## src/rtl/iq_demux_pkg.sv

```systemverilog
package iq_demux_pkg;

    typedef enum logic [1:0] {
        ST_EMPTY = 2'd0,
        ST_GOT_I = 2'd1,
        ST_GOT_Q = 2'd2
    } pair_st_e;

    localparam logic [1:0] CODE_1X = 2'd0;

    // Output sample rate as a multiple of the per-channel reference rate.
    function automatic logic [4:0] rate_factor(input logic [1:0] code, input logic zs);
        logic [4:0] base;
        base = 5'd1 << code;
        return zs ? (base << 1) : base;
    endfunction

endpackage

```

## src/rtl/iq_wordclk_gen.sv

```systemverilog
module iq_wordclk_gen #(
    parameter int DIV_HALF = 2
) (
    input  logic clk,
    input  logic rst,
    input  logic clk_inv,
    output logic word_clk,
    output logic capture
);
    localparam int CW = (DIV_HALF > 1) ? $clog2(DIV_HALF) : 1;
    localparam logic [CW-1:0] LAST = CW'(DIV_HALF - 1);

    logic [CW-1:0] cnt;
    logic          phase;

    always_ff @(posedge clk) begin
        if (rst) begin
            cnt   <= '0;
            phase <= 1'b0;
        end else if (cnt == LAST) begin
            cnt   <= '0;
            phase <= ~phase;
        end else begin
            cnt   <= cnt + 1'b1;
        end
    end

    // Capture at the edge where the internal phase rises.
    assign capture  = (cnt == LAST) && !phase;
    assign word_clk = phase ^ clk_inv;

    a_r1_spacing: assert property (@(posedge clk) disable iff (rst)
        capture |=> !capture);

    a_r2_rise_edge: assert property (@(posedge clk) disable iff (rst)
        (capture && !clk_inv) |=> (word_clk || clk_inv));

    a_r2_fall_edge: assert property (@(posedge clk) disable iff (rst)
        (capture && clk_inv) |=> (!word_clk || !clk_inv));

endmodule

```

## src/rtl/iq_chan_steer.sv

```systemverilog
module iq_chan_steer (
    input  logic sel,
    input  logic sel_inv,
    output logic to_i
);
    // select 1 means I; R4: the inversion bit swaps that sense.
    always_comb begin
        unique case (sel_inv)
            1'b0: to_i = sel;
            1'b1: to_i = !sel;
            default: to_i = sel;
        endcase
    end
endmodule

```

## src/rtl/iq_pair_fsm.sv

```systemverilog
module iq_pair_fsm
    import iq_demux_pkg::*;
#(
    parameter int DW = 14
) (
    input  logic          clk,
    input  logic          rst,
    input  logic          capture,
    input  logic          to_i,
    input  logic [DW-1:0] word,
    input  logic [1:0]    code,
    output logic [DW-1:0] i_out,
    output logic [DW-1:0] q_out,
    output logic          pair_valid,
    output logic          mode_err,
    output logic          order_err
);
    pair_st_e      st, st_nxt;
    logic          take, release_pair, repeat_hit;
    logic [DW-1:0] hold_i, hold_q;

    assign take = capture && (code != CODE_1X);

    always_comb begin
        st_nxt       = st;
        release_pair = 1'b0;
        repeat_hit   = 1'b0;
        unique case (st)
            ST_EMPTY: if (take) st_nxt = to_i ? ST_GOT_I : ST_GOT_Q;  // T_FIRST_I / T_FIRST_Q
            ST_GOT_I: if (take) begin
                if (to_i) repeat_hit = 1'b1;                            // T_REPEAT
                else begin release_pair = 1'b1; st_nxt = ST_EMPTY; end  // T_PAIR
            end
            ST_GOT_Q: if (take) begin
                if (!to_i) repeat_hit = 1'b1;                           // T_REPEAT
                else begin release_pair = 1'b1; st_nxt = ST_EMPTY; end  // T_PAIR
            end
            default: st_nxt = ST_EMPTY;
        endcase
    end

    // State register
    always_ff @(posedge clk) begin
        if (rst) st <= ST_EMPTY;
        else     st <= st_nxt;
    end

    // Outputs and held words
    always_ff @(posedge clk) begin
        if (rst) begin
            hold_i     <= '0;
            hold_q     <= '0;
            i_out      <= '0;
            q_out      <= '0;
            pair_valid <= 1'b0;
            mode_err   <= 1'b0;
            order_err  <= 1'b0;
        end else begin
            if (take && to_i)  hold_i <= word;
            if (take && !to_i) hold_q <= word;
            pair_valid <= release_pair;
            if (release_pair) begin
                i_out <= to_i ? word   : hold_i;
                q_out <= to_i ? hold_q : word;
            end
            mode_err  <= mode_err  | (capture && code == CODE_1X);
            order_err <= order_err | repeat_hit;
        end
    end

    a_r5_single_strobe: assert property (@(posedge clk) disable iff (rst)
        pair_valid |=> !pair_valid);

    a_r5_hold_i: assert property (@(posedge clk) disable iff (rst)
        !pair_valid |-> $stable(i_out));

    a_r5_hold_q: assert property (@(posedge clk) disable iff (rst)
        !pair_valid |-> $stable(q_out));

    a_r6_sticky: assert property (@(posedge clk) disable iff (rst)
        order_err |=> order_err);

    a_r7_sticky: assert property (@(posedge clk) disable iff (rst)
        mode_err |=> mode_err);

    a_r7_no_release: assert property (@(posedge clk) disable iff (rst)
        (capture && code == CODE_1X) |=> (!pair_valid && mode_err));

endmodule

```

## src/rtl/iq_demux_top.sv

```systemverilog
module iq_demux_top
    import iq_demux_pkg::*;
#(
    parameter int DW       = 14,
    parameter int DIV_HALF = 2
) (
    input  logic          clk,
    input  logic          rst,
    input  logic [DW-1:0] data_in,
    input  logic          sel_in,
    input  logic          sel_invert,
    input  logic          wclk_invert,
    input  logic [1:0]    interp_code,
    input  logic          zero_stuff,
    output logic          word_clk,
    output logic [DW-1:0] i_data,
    output logic [DW-1:0] q_data,
    output logic          pair_valid,
    output logic          mode_err,
    output logic          order_err,
    output logic [4:0]    rate_mult
);
    logic capture;
    logic to_i;

    iq_wordclk_gen #(.DIV_HALF(DIV_HALF)) u_wclk (
        .clk      (clk),
        .rst      (rst),
        .clk_inv  (wclk_invert),
        .word_clk (word_clk),
        .capture  (capture)
    );

    iq_chan_steer u_steer (
        .sel     (sel_in),
        .sel_inv (sel_invert),
        .to_i    (to_i)
    );

    iq_pair_fsm #(.DW(DW)) u_pair (
        .clk        (clk),
        .rst        (rst),
        .capture    (capture),
        .to_i       (to_i),
        .word       (data_in),
        .code       (interp_code),
        .i_out      (i_data),
        .q_out      (q_data),
        .pair_valid (pair_valid),
        .mode_err   (mode_err),
        .order_err  (order_err)
    );

    assign rate_mult = rate_factor(interp_code, zero_stuff);

endmodule

```

## config.mk

```make
export PLATFORM = sky130hd
export DESIGN_NAME = iq_demux_top
export DESIGN_NICKNAME = d
export VERILOG_FILES = /design/src/rtl/iq_demux_pkg.sv /design/src/rtl/iq_wordclk_gen.sv /design/src/rtl/iq_chan_steer.sv /design/src/rtl/iq_pair_fsm.sv /design/src/rtl/iq_demux_top.sv
export SDC_FILE = /design/constraint.sdc
export NUM_CORES = 1
export LEC_CHECK = 0
export BUFFER_PORTS_ARGS = -buffer_cell sky130_fd_sc_hd__buf_2
export CORE_ASPECT_RATIO = 1.25
export CORE_MARGIN = 2
export CORE_UTILIZATION = 33
export CTS_BUF_LIST = sky130_fd_sc_hd__clkbuf_8
export DETAILED_ROUTE_END_ITERATION = 6
export GPL_ROUTABILITY_DRIVEN = 0
export SLEW_MARGIN = 20
export SYNTH_ARGS = -nofsm -noshare
export SYNTH_HDL_FRONTEND = slang
export SYNTH_SLANG_ARGS = --single-unit
export TNS_END_PERCENT = 50
```

## constraint.sdc

```tcl
create_clock -name clk -period 1.9 [get_ports clk]
set_input_delay 0.19 -clock clk [delete_from_list [all_inputs] [get_ports clk]]
set_output_delay 0.19 -clock clk [all_outputs]
set_load 0.01 [all_outputs]
```

==> results of run 1 <==
-- metal layers --
metal,routed length (um),vias to the layer above
li1,-,1177
met1,3065,1062
met2,3060,47
met3,220,12
met4,159,0
met5,0,-
-- tightest hold or removal path, cell delays in order --
cell	delay [ns]
sky130_fd_sc_hd__buf_2	0.12
sky130_fd_sc_hd__nand2_1	0.05
sky130_fd_sc_hd__a21oi_1	0.05
-- worst max path at each step --
stage / from / endpoint / slack, ns / depth (start not counted)
2_1_floorplan: u_pair.st[1]$_SDFFE_PP0P_ / u_pair.i_out[10]$_SDFFE_PP0P_ / 0.28 / 7
3_3_place_gp: u_wclk.phase$_SDFFE_PP0P_ / u_pair.st[0]$_SDFFE_PP0P_ / 0.26 / 4
3_5_place_dp: u_wclk.phase$_SDFFE_PP0P_ / u_pair.st[0]$_SDFFE_PP0P_ / 0.23 / 4
4_1_cts: u_pair.st[0]$_SDFFE_PP0P_ / u_pair.q_out[12]$_SDFFE_PP0P_ / 0.19 / 6
5_1_grt: u_pair.st[0]$_SDFFE_PP0P_ / u_pair.i_out[6]$_SDFFE_PP0P_ / 0.04 / 6
6_report: u_pair.st[0]$_SDFFE_PP0P_ / u_pair.q_out[12]$_SDFFE_PP0P_ / 0.20 / 6
-- registers in the layout (all words and copies together), names as in the netlist --
register,count
u_pair.hold_i,14
u_pair.hold_q,14
u_pair.i_out,14
u_pair.mode_err,1
u_pair.order_err,1
u_pair.pair_valid,1
u_pair.q_out,14
u_pair.st,2
u_wclk.cnt,1
u_wclk.phase,1
-- power by group through the flow --
| stage | clock network, mW | registers (mW) | logic, mW |
|---|---|---|---|
| floorplan | 0 | 1.40 | 0.228 |
| global placement | 0 | 1.40 | 0.354 |
| detailed placement | 0 | 1.40 | 0.359 |
| CTS | 1.19 | 1.37 | 0.360 |
| global route | 1.25 | 1.38 | 0.394 |
| finish | 1.15 | 1.37 | 0.357 |
-- placed cells by master (no fill, tap or decap), drive strengths merged --
cell type and instances:
buf 73, mux2 2, xnor2 1, nor4 1, o21ai 3, nor2b 4, mux2i 28, clkinvlp 2
o31ai 1, a211oi 28, dfxtp 63, o21a 1, nand2 58, ha 3, nand3b 1, clkbuf 9
or3 1, and3 1, inv 3, and2 2, nand2b 2, nor3 3, a21oi 62, clkinv 3
xor2 2, nor3b 2, bufinv 1, nor2 5, or2 1
-- cell families (layout without fill, tap and decap cells) --
group / after synthesis / after routing / share of synthesized area, %
and+or+nand+nor: 81 / 81 / 13.31
muxes: 30 / 30 / 11.38
DFF: 63 / 63 / 47.41
xor gates and xnor gates: 3 / 3 / 1.270
buffers and inverters: 26 / 91 / 4.516
AOI/OAI and AO/OA: 95 / 95 / 20.70
adders and majority gates: 3 / 3 / 1.411
-- layout make-up --
type | instances | area [um2] | share of cell area, %
Inverter | 2 | 7.507 | 0.2262
Clock buffer | 9 | 123.9 | 3.732
Timing Repair Buffer | 73 | 440.4 | 13.27
Sequential cell | 63 | 1261 | 37.99
Multi-Input combinational cell | 212 | 1295 | 39.01
Tap cell | 95 | 118.9 | 3.581
Clock inverter | 7 | 72.57 | 2.186
==> metrics list, run 1 <==
- Reg power frac: 47.6%
- Setup repair after global routing left no endpoint under its margin.
- The run finished with clean final reports.
- In the post-synthesis netlist, the cell with the most instances is sky130_fd_sc_hd__dfxtp_1.
- With fillers left out, the area of the finished cells amounts to 3319 um2.
* Startpoint type of the worst setup path: flip-flop
- Category of the most critical setup path: flip-flop to flip-flop
* Cell with the largest stage delay on the worst path: sky130_fd_sc_hd__dfxtp_1
- Measured in cells, the most critical reg-to-reg path has a length of 6.
- The initial antenna violation count was 0.
* Worst supply voltage drop on vdd: 0.3983 mV
- After global routing the overflow that remains totals 0.
- In the final timing run, aggregate negative setup slack is 0 ns.
* H-tree Lvls: 3
- After synthesis, the mean cell area works out to 8.837 um2.
- # IOs: 59
- CTS sink cnt: 63
* Cell at the root of the clock tree: sky130_fd_sc_hd__clkbuf_8
- Summed over all instances, the cell type with the most area after synthesis is sky130_fd_sc_hd__dfxtp_1.
- Global-route met2 utilization: 23.98%
* Net switching share of the total power: 26.80%
- Cell internal power dissipation: 2.111 mW
- Reg-to-reg startpoint: u_pair.st[0]$_SDFFE_PP0P_
- Required time of the critical path: 2.15 ns
* Placement-stage worst setup slack: 0.2302 ns
- For this run, design rule violations remaining after detail routing come to 0.
- The final layout contains routed wiring with a total length of 6506 um.
* Tightest Pin Transition: 0.4192 ns
* Share of final-layout standard cells stronger than drive strength 1: 25.96%
* Net count reported at finish: 386
- In this run, synthesis inferred 0 flip-flops with an integrated enable.
* Count of synthesis-stage warnings from yosys: 0
* Cells after DPL: 445
- In the global route stage, overall resource usage came out at 15.16%.
- Max-cap violations in this run came to 0.
- Worst slew slack as a fraction of its limit: 72.05%
- Die Span Y: 104.4 um
* Pin count of the biggest net entering global routing: 30
* Final std cells w/o fill: 461
- Detailed placement HPWL: 4453 um
- On the worst path, the slowest cell contributes a delay of 0.35 ns.
- Clock Tree Buf Depth: 2
* First-pass iteration count of the detailed router: 4
- Num rows: 36
- Once the floorplan was initialized, standard cells occupied 34.14% of the core.
- Combinational logic is responsible for 12.4% of the overall power.
- By area the synthesized netlist is led by sky130_fd_sc_hd__dfxtp_1, sky130_fd_sc_hd__a21oi_1, sky130_fd_sc_hd__mux2i_1.
- Clock-pin slew was measured on the worst setup and hold paths at 0.08 ns.
* P_sw: 0.7727 mW
- Post-cts hold buffer count: 0
- The worst register-to-register path ends at u_pair.q_out[12]$_SDFFE_PP0P_.
- Power comes to 2.884 mW.
- Count of fill cells added during filler insertion: 803
- Worst setup skew after layout: 0.007753 ns
- Die W: 84.31 um
- Using the TritonRoute via totals, the vias-per-cell ratio works out to 4.985.
* Final number of setup-violating endpoints: 0
- Ranked by instance count, the synthesized netlist is headed by sky130_fd_sc_hd__dfxtp_1, sky130_fd_sc_hd__a21oi_1, sky130_fd_sc_hd__nand2_1.
- Minimum period implied by the final worst setup slack: 1.704 ns
- Clock share of power: 40.1%
- Power per unit of standard cell area: 868.7 nW/um2
* Fmax: 0.5867 GHz
* Grt met1 use: 19.51%
- Cell depth of the worst hold path: 3
- ANT cells: 0
- Summing all placed instances gives a cell area of 3123 um2.
- Top cell family by delay on the critical path: flip-flops
- Iter 0 DRT Violations: 90
- Traced cell by cell, the critical path runs through inv_1 > ha_1 > mux2_2 > and2_1 > buf_4 > a211oi_1.
- Dividing the final minimum period by the clock period gives 89.71%.
- Layout-stage area growth over the synthesis result: 24.79%
* Buf+Inv Stages, Crit Path: 2
* Met3 layer usage reported by global route: 3.016%
- Layer carrying the most global-route usage: met2
* Via count: 2298
* Clock Latency Late Sink: 0.34 ns
- The setup check on the worst reg-to-reg path leaves a slack of 0.20 ns.
- The worst hold path begins at data_in[10].
* Most frequently used flop master after synthesis: sky130_fd_sc_hd__dfxtp_1
- The worst setup path is captured at a flip-flop.
* Worst hold path class: input pin to flip-flop
- Port-buffer cells: 58
- WHS Endpoint: u_pair.hold_q[10]$_SDFFE_PP0P_
- Counting every net in the synthesized netlist gives 326.
- CP Data Arrival Time: 1.95 ns
* Worst-path fanout max: 18
- Sequential cells were found to cover 47.41% of the synthesized design area.
- Summed over all cells, the static leakage comes to 1.348 nW.
- Mapped Area: 2660 um2
- The number of hold-slack violations in the final timing report is 0.
* Count of final max-slew check failures: 0
- Total core area: 7792 um2
- Total CTS buffers: 9
- Fraction of synthesized cell area taken by the top area cell type: 47.41%
- Mapped Cells: 301
* Worst Hold Margin: 0.1181 ns
* Async set or reset register ratio after synthesis: 0%
* Wire length of the first global-routing pass: 10740 um
* Core Util, Final: 42.60%
- Once detail routing completed, the nets flagged for antenna violations numbered 0.
- Average routed wire per standard cell: 14.11 um
- The via count of the first global-routing pass is 2209.
- Distinct cell type count of the synthesized netlist: 29
- The die covers 8800 um2.
- TritonCTS built the clock tree.
- The worst path meets setup with 0.1955 ns of slack.
- Setup repair bufs after CTS: 0
* Post-CTS sizing: 0
- Synthesis inferred 63 register bits.
No activity file was read; power rests on OpenSTA's default activity.
==> run 2: changes to the inputs <==
--- a/config.mk
+++ b/config.mk
@@ -8,10 +8,11 @@
 export BUFFER_PORTS_ARGS = -buffer_cell sky130_fd_sc_hd__buf_2
 export CORE_ASPECT_RATIO = 1.25
 export CORE_MARGIN = 2
-export CORE_UTILIZATION = 33
+export CORE_UTILIZATION = 47
 export CTS_BUF_LIST = sky130_fd_sc_hd__clkbuf_8
 export DETAILED_ROUTE_END_ITERATION = 6
-export GPL_ROUTABILITY_DRIVEN = 0
+export GPL_ROUTABILITY_DRIVEN = 1
+export PLACE_DENSITY = 0.71
 export SLEW_MARGIN = 20
 export SYNTH_ARGS = -nofsm -noshare
 export SYNTH_HDL_FRONTEND = slang
==> constraint.sdc (replaced) <==
create_clock -name clk -period 2 [get_ports clk]
set_input_delay 0.2 -clock clk [delete_from_list [all_inputs] [get_ports clk]]
set_output_delay 0.2 -clock clk [all_outputs]
set_load 0.01 [all_outputs]
==> metrics list, run 2 (same netlist as run 1, synthesis figures left out) <==
* Num rows: 30
- Total CTS buffers: 9
- Die outline area: 6281 um2
- The initial antenna violation count was 0.
- Total core area: 5443 um2
- ANT cells: 0
- Power per unit of standard cell area: 807.2 nW/um2
* Cells after DPL: 418
- The top cell types in the final layout, fill and taps aside, are sky130_fd_sc_hd__dfxtp_1, sky130_fd_sc_hd__a21oi_1, sky130_fd_sc_hd__nand2_1, sky130_fd_sc_hd__buf_2.
- Detailed-route DRC error count: 0
- Setup repair bufs after CTS: 0
* Number of global-route vias before repair: 2188
- Antenna-violating nets left: 0
- Via count: 2354
* Multi-input gate area in the final layout: 1295 um2
* Layout-stage area growth over the synthesis result: 22.30%
- Proportion of power drawn by combinational gates: 13.0%
* Tcrit/Tclk final: 89.93%
- Once the floorplan was initialized, standard cells occupied 48.87% of the core.
- Clock Tree Buf Depth: 2
* Reg power frac: 49.7%
- Worst hold path class: input pin to flip-flop
* Final-report hold violation count: 0
- In this run switching power makes up 26.40% of total power.
* Worst-path fanout max: 8
- Data on the critical path is required at its endpoint by 2.26 ns.
- For this block, the routed nets add up to 6366 um of wire.
* Clock-pin transition on the worst setup and hold timing paths: 0.07 ns
- Once the clock tree was built, the resizer swapped 0 gates to a different size.
- At the end of routability-driven placement, the weighted congestion stood at 0.8121.
* # IOs: 59
* Worst Hold Margin: 0.1346 ns
- Fmax: 0.5560 GHz
- At the pin with the least slew margin, the transition time is 0.8959 ns.
* P_sw: 0.6932 mW
- Port-buffer cells: 58
- Cell at the root of the clock tree: sky130_fd_sc_hd__clkbuf_8
- Minimum period implied by the final worst setup slack: 1.799 ns
- For the worst setup path, the data arrival time is 2.06 ns.
- Average routed wire per standard cell: 14.67 um
- The wire-length estimate of the detail-placed layout is 4342 um.
- Number of vias per cell after detailed routing: 5.424
* Share of final-layout standard cells stronger than drive strength 1: 26.22%
- Cell internal power dissipation: 1.933 mW
- Leakage: 1.356 nW
* Startpoint type of the worst setup path: flip-flop
- The layout has 490 filler cells.
* MaxCap Viol Count: 0
* Post-cts hold buffer count: 0
- The run finished with clean final reports.
- Category of the most critical setup path: flip-flop to flip-flop
* Die Span Y: 88.11 um
- Clock share of power: 37.3%
* Clock Latency Late Sink: 0.34 ns
* Total Negative Setup Slacks: 0 ns
* Core Util, Final: 59.77%
- Setup violations remaining at the end of the flow were counted as 0.
- Die W: 71.29 um
- Leading cell type in the layout, fill and taps excluded: sky130_fd_sc_hd__dfxtp_1
- The total overflow left after global routing is 0.
- Setup repair after global routing left no endpoint under its margin.
* Area used by sequential logic in the layout: 1261 um2
- Entering global routing, the biggest net connects 33 pins.
- The first global-routing pass estimated 10250 um of wire.
* CTS sink cnt: 63
* Total routing usage reported by global routing: 21.45%
* Worst setup skew after layout: 0.008658 ns
- Headroom to the max-slew limit came out at 39.81%.
- After the flow finishes, the layout carries non-filler instances totaling 434.
- Net count reported at finish: 390
* First-pass iteration count of the detailed router: 4
* Nature of the critical path endpoint: flip-flop
- TritonCTS built the clock tree.
- The H-tree was split into 3 levels.
- In this run, the number of DRC markers left after iteration 0 of detailed routing was 97.
- The number of pins with negative max-slew slack in the final report was 0.
* Worst supply voltage drop on vdd: 0.4193 mV
==> run 2: changes by cell type in the layout (fill, tap and decap cells not counted) <==
| cell | change |
|---|---|
| sky130_fd_sc_hd__buf_12 | -3 |
| sky130_fd_sc_hd__buf_4 | +7 |
| sky130_fd_sc_hd__bufinv_16 | -1 |
| sky130_fd_sc_hd__clkbuf_8 | +2 |
| sky130_fd_sc_hd__clkinv_4 | -1 |
| sky130_fd_sc_hd__clkinvlp_4 | -1 |
| sky130_fd_sc_hd__inv_1 | +2 |
| sky130_fd_sc_hd__inv_6 | -1 |
==> run 2: power groups by stage <==
stage | Combinational, mW | Clock, mW | Sequential (mW)
2_1_floorplan | 0.217 | 0 | 1.33
3_3_place_gp | 0.334 | 0 | 1.33
3_5_place_dp | 0.340 | 0 | 1.33
4_1_cts | 0.342 | 1.00 | 1.30
5_1_grt | 0.374 | 1.05 | 1.31
6_report | 0.343 | 0.979 | 1.30
==> run 2: worst max-delay path: stages (launching register included) <==
cell                       delay [ns]
sky130_fd_sc_hd__dfxtp_1         0.34
sky130_fd_sc_hd__nand2b_1        0.16
sky130_fd_sc_hd__nor3_1          0.73
sky130_fd_sc_hd__buf_4           0.29
sky130_fd_sc_hd__nand2_1         0.07
sky130_fd_sc_hd__a21oi_1         0.14
==> run 2: worst paths after layout <==
check,startpoint,end,slack (ns),cells after the start
max,u_wclk.phase$_SDFFE_PP0P_,u_pair.hold_i[8]$_SDFFE_PP0P_,0.20,5
min,data_in[1],u_pair.hold_i[1]$_SDFFE_PP0P_,0.13,3
max reg2reg,u_wclk.phase$_SDFFE_PP0P_,u_pair.hold_i[8]$_SDFFE_PP0P_,0.20,5
min reg2reg,u_wclk.cnt$_SDFF_PP0_,u_wclk.cnt$_SDFF_PP0_,0.45,1
==> run 2: per-stage QoR <==
stage	power [mW]	setup WS, ns	area, um2
floorplan	1.547	0.3801	2660
global placement	1.665	0.3056	3077
detailed placement	1.672	0.2584	3077
CTS	2.647	0.2115	3253
global route	2.733	0.1054	3253
finish	2.626	0.2015	3253
==> run 2: layout make-up <==
cell class / count / area share [%]
clock buffers: 11 / 4.654
repair buffers: 77 / 13.31
well taps: 64 / 2.462
flip-flops and latches: 63 / 38.77
clock inverters: 5 / 0.7692
inverters: 2 / 0.2308
multi-input cells: 212 / 39.81
==> run 2: per-layer routing <==
| metal | GRT usage (%) | vias to the layer above | wire length (um) |
|---|---|---|---|
| li1 | - | 1182 | - |
| met1 | 25.46 | 1112 | 2930 |
| met2 | 35.52 | 54 | 3065 |
| met3 | 6.329 | 6 | 288 |
| met4 | 10.29 | 0 | 81 |
| met5 | 0 | - | 0 |
==> run 3: changes to the inputs <==
--- a/config.mk
+++ b/config.mk
@@ -6,6 +6,7 @@
 export NUM_CORES = 1
 export LEC_CHECK = 0
 export BUFFER_PORTS_ARGS = -buffer_cell sky130_fd_sc_hd__buf_2
+export CAP_MARGIN = 20
 export CORE_ASPECT_RATIO = 1.25
 export CORE_MARGIN = 2
 export CORE_UTILIZATION = 47
@@ -13,6 +14,8 @@
 export DETAILED_ROUTE_END_ITERATION = 6
 export GPL_ROUTABILITY_DRIVEN = 1
 export PLACE_DENSITY = 0.71
+export RECOVER_POWER = 25
+export SETUP_SLACK_MARGIN = 0.5
 export SLEW_MARGIN = 20
 export SYNTH_ARGS = -nofsm -noshare
 export SYNTH_HDL_FRONTEND = slang
==> metrics list, run 3 (same netlist as run 1, synthesis figures left out) <==
* Result of the run: finished clean
- The wire-length estimate of the detail-placed layout is 4192 um.
- The path class of the tightest hold or removal check is input pin to flip-flop.
* First-pass iteration count of the detailed router: 5
- Entering global routing, the biggest net connects 29 pins.
- Setup repair after global routing missed its margin: yes
- For the worst-skew pair, the clock arrives at the later sink with an insertion delay of 0.33 ns.
* Iter 0 DRT Violations: 214
* Count of final max-slew check failures: 0
* Die W: 71.29 um
* Starting utilization of the core area: 48.87%
- Critical Path Max Stage Delay: 0.37 ns
- Worst supply voltage drop on vdd: 0.4436 mV
- Share of final-layout standard cells stronger than drive strength 1: 29.87%
- The final layout contains 395 nets.
- Measured against its own limit, the worst slew margin works out to 23.57%.
* Final std cells w/o fill: 439
* Worst setup skew after layout: 0.004072 ns
* Clock Tree Buf Depth: 2
- Based on the critical path, the design can be clocked at up to 0.6058 GHz.
* Average routed wire per standard cell: 16.31 um
- During I/O placement, the number of pins put on the boundary was 59.
- Via count: 2453
- Wire length reported by the detailed router: 7159 um
* Tightest Pin Transition: 1.146 ns
* R2R setup slack: 0.35 ns
- The critical path is of the flip-flop to flip-flop type.
- The worst setup path is captured at a flip-flop.
* Cells after DPL: 412
- For the finished layout, the period the worst path requires is 1.651 ns.
- Antenna-violating nets left: 0
* Total grt overflow: 0
- Final number of setup-violating endpoints: 0
- At the worst endpoint, the arrival time is 1.80 ns.
- The library cell used most frequently in the layout, excluding fill and tap cells, is sky130_fd_sc_hd__dfxtp_1.
* MaxCap Viol Count: 0
- The initialized floorplan defines 30 standard-cell rows.
- Die outline area: 6281 um2
- 0 antenna diodes ended up in the layout.
- Dividing the final minimum period by the clock period gives 82.54%.
* Cell breakdown of the critical path: buf_12 > ha_4 > mux2_4 > buf_8 > a21oi_1 > a211oi_1
- Wire length of the first global-routing pass: 11300 um
* Total core area: 5443 um2
- In this run the tool buffered the top-level ports with 58 buffer cells.
- For this design the ratio of total power to cell area is 808.3 nW/um2.
* CTS sink cnt: 63
* Leakage: 1.367 nW
* Total CTS buffers: 9
* Antenna violations before repair: 0
- At the worst endpoint, the required time is 2.15 ns.
- Cell at the root of the clock tree: sky130_fd_sc_hd__clkbuf_8
- Clock-pin slew was measured on the worst setup and hold paths at 0.07 ns.
* Detailed-route DRC error count: 0
- H-tree Lvls: 3
- Layout-stage area growth over the synthesis result: 33.40%
- Total routing usage reported by global routing: 23.32%
* Number of vias per cell after detailed routing: 5.588
* Total Negative Setup Slacks: 0 ns
- Die Span Y: 88.11 um
- CTS tree: done
- Along the worst path, the maximum fanout reaches 25.
- Startpoint type of the worst setup path: flip-flop
- Cell with the largest stage delay on the worst path: sky130_fd_sc_hd__dfxtp_4
- Top library cells by usage in the layout, fill and taps aside: sky130_fd_sc_hd__dfxtp_1, sky130_fd_sc_hd__nand2_1, sky130_fd_sc_hd__a21oi_1
- Final-report hold violation count: 0
- Weighted congestion at the end of routability-driven global placement: 0.7306
- The via count of the first global-routing pass is 2309.
==> run 3: cell types whose count changed in the layout (fill, tap and decap cells not counted), moves of 3 or more <==
cell	delta
sky130_fd_sc_hd__buf_4	-6
sky130_fd_sc_hd__buf_12	+4
sky130_fd_sc_hd__clkbuf_1	+22
sky130_fd_sc_hd__ha_1	-3
sky130_fd_sc_hd__a211oi_1	-14
sky130_fd_sc_hd__buf_2	-21
sky130_fd_sc_hd__a21oi_2	+7
sky130_fd_sc_hd__a21oi_1	-7
sky130_fd_sc_hd__ha_4	+3
sky130_fd_sc_hd__a211oi_2	+14
sky130_fd_sc_hd__and2_4	+3
sky130_fd_sc_hd__inv_1	-3
==> run 3: area by class of cell <==
cell class | instances | area [um2]
Clock buffer | 12 | 165.2
Tap cell | 64 | 80.08
Clock inverter | 4 | 43.79
Multi-Input combinational cell | 214 | 1470
Timing Repair Buffer | 80 | 510.5
Inverter | 2 | 12.51
Fill cell | 468 | 1894
Sequential cell | 63 | 1266
==> run 3: power by group <==
| part | switching (mW) | internal [mW] |
|---|---|---|
| Combinational | 0.233 | 0.174 |
| Sequential | 0.0199 | 1.29 |
| Clock | 0.486 | 0.670 |
==> run 3: path summary, 6_finish.rpt <==
kind | startpoint | end | cells past startpoint
min reg2reg | u_pair.hold_q[9]$_SDFFE_PP0P_ | u_pair.hold_q[9]$_SDFFE_PP0P_ | 2
max | u_pair.st[1]$_SDFFE_PP0P_ | u_pair.i_out[0]$_SDFFE_PP0P_ | 6
max reg2reg | u_pair.st[1]$_SDFFE_PP0P_ | u_pair.i_out[0]$_SDFFE_PP0P_ | 6
min | data_in[10] | u_pair.hold_q[10]$_SDFFE_PP0P_ | 3
==> run 3: worst max-delay path, delay by kind of cell (launching register included) <==
family | cells | cell delay, ns
multiplexers | 1 | 0.34
buffers and inverters | 2 | 0.31
adder cells (fa/ha/maj) | 1 | 0.17
flip-flops | 1 | 0.37
AO/OA/AOI/OAI | 2 | 0.27
==> run 3: per-stage QoR <==
step	area, um2	power (mW)	utilization [%]	hold WS, ns	worst slack [ns]
floorplan	2708	1.555	-	0.3360	0.5033
detailed placement	3068	1.671	56.37	0.4440	0.1895
CTS	3520	2.857	64.67	0.1309	0.4292
global placement	3068	1.666	56.37	0.4351	0.2261
global route	3548	2.975	65.20	0.1406	0.2718
finish	3548	2.868	65.20	0.1428	0.3492
==> run 3: what timing repair did <==
action,CTS,global route
gates resized for setup,26,14
cloned,3,0
hold endpoints to repair,0,0
pin swaps,8,12
setup buffers,7,1
hold buffers,0,0
endpoints found under the setup margin,44,43
==> run 3: metal layers <==
metal | share of wire, % | track usage, % | vias to the layer above
met4 | 1.2 | 11.84 | 0
met3 | 5.4 | 4.718 | 10
met2 | 50 | 38.05 | 92
met5 | 0 | 0 | -
li1 | - | - | 1197
met1 | 43 | 29.23 | 1154
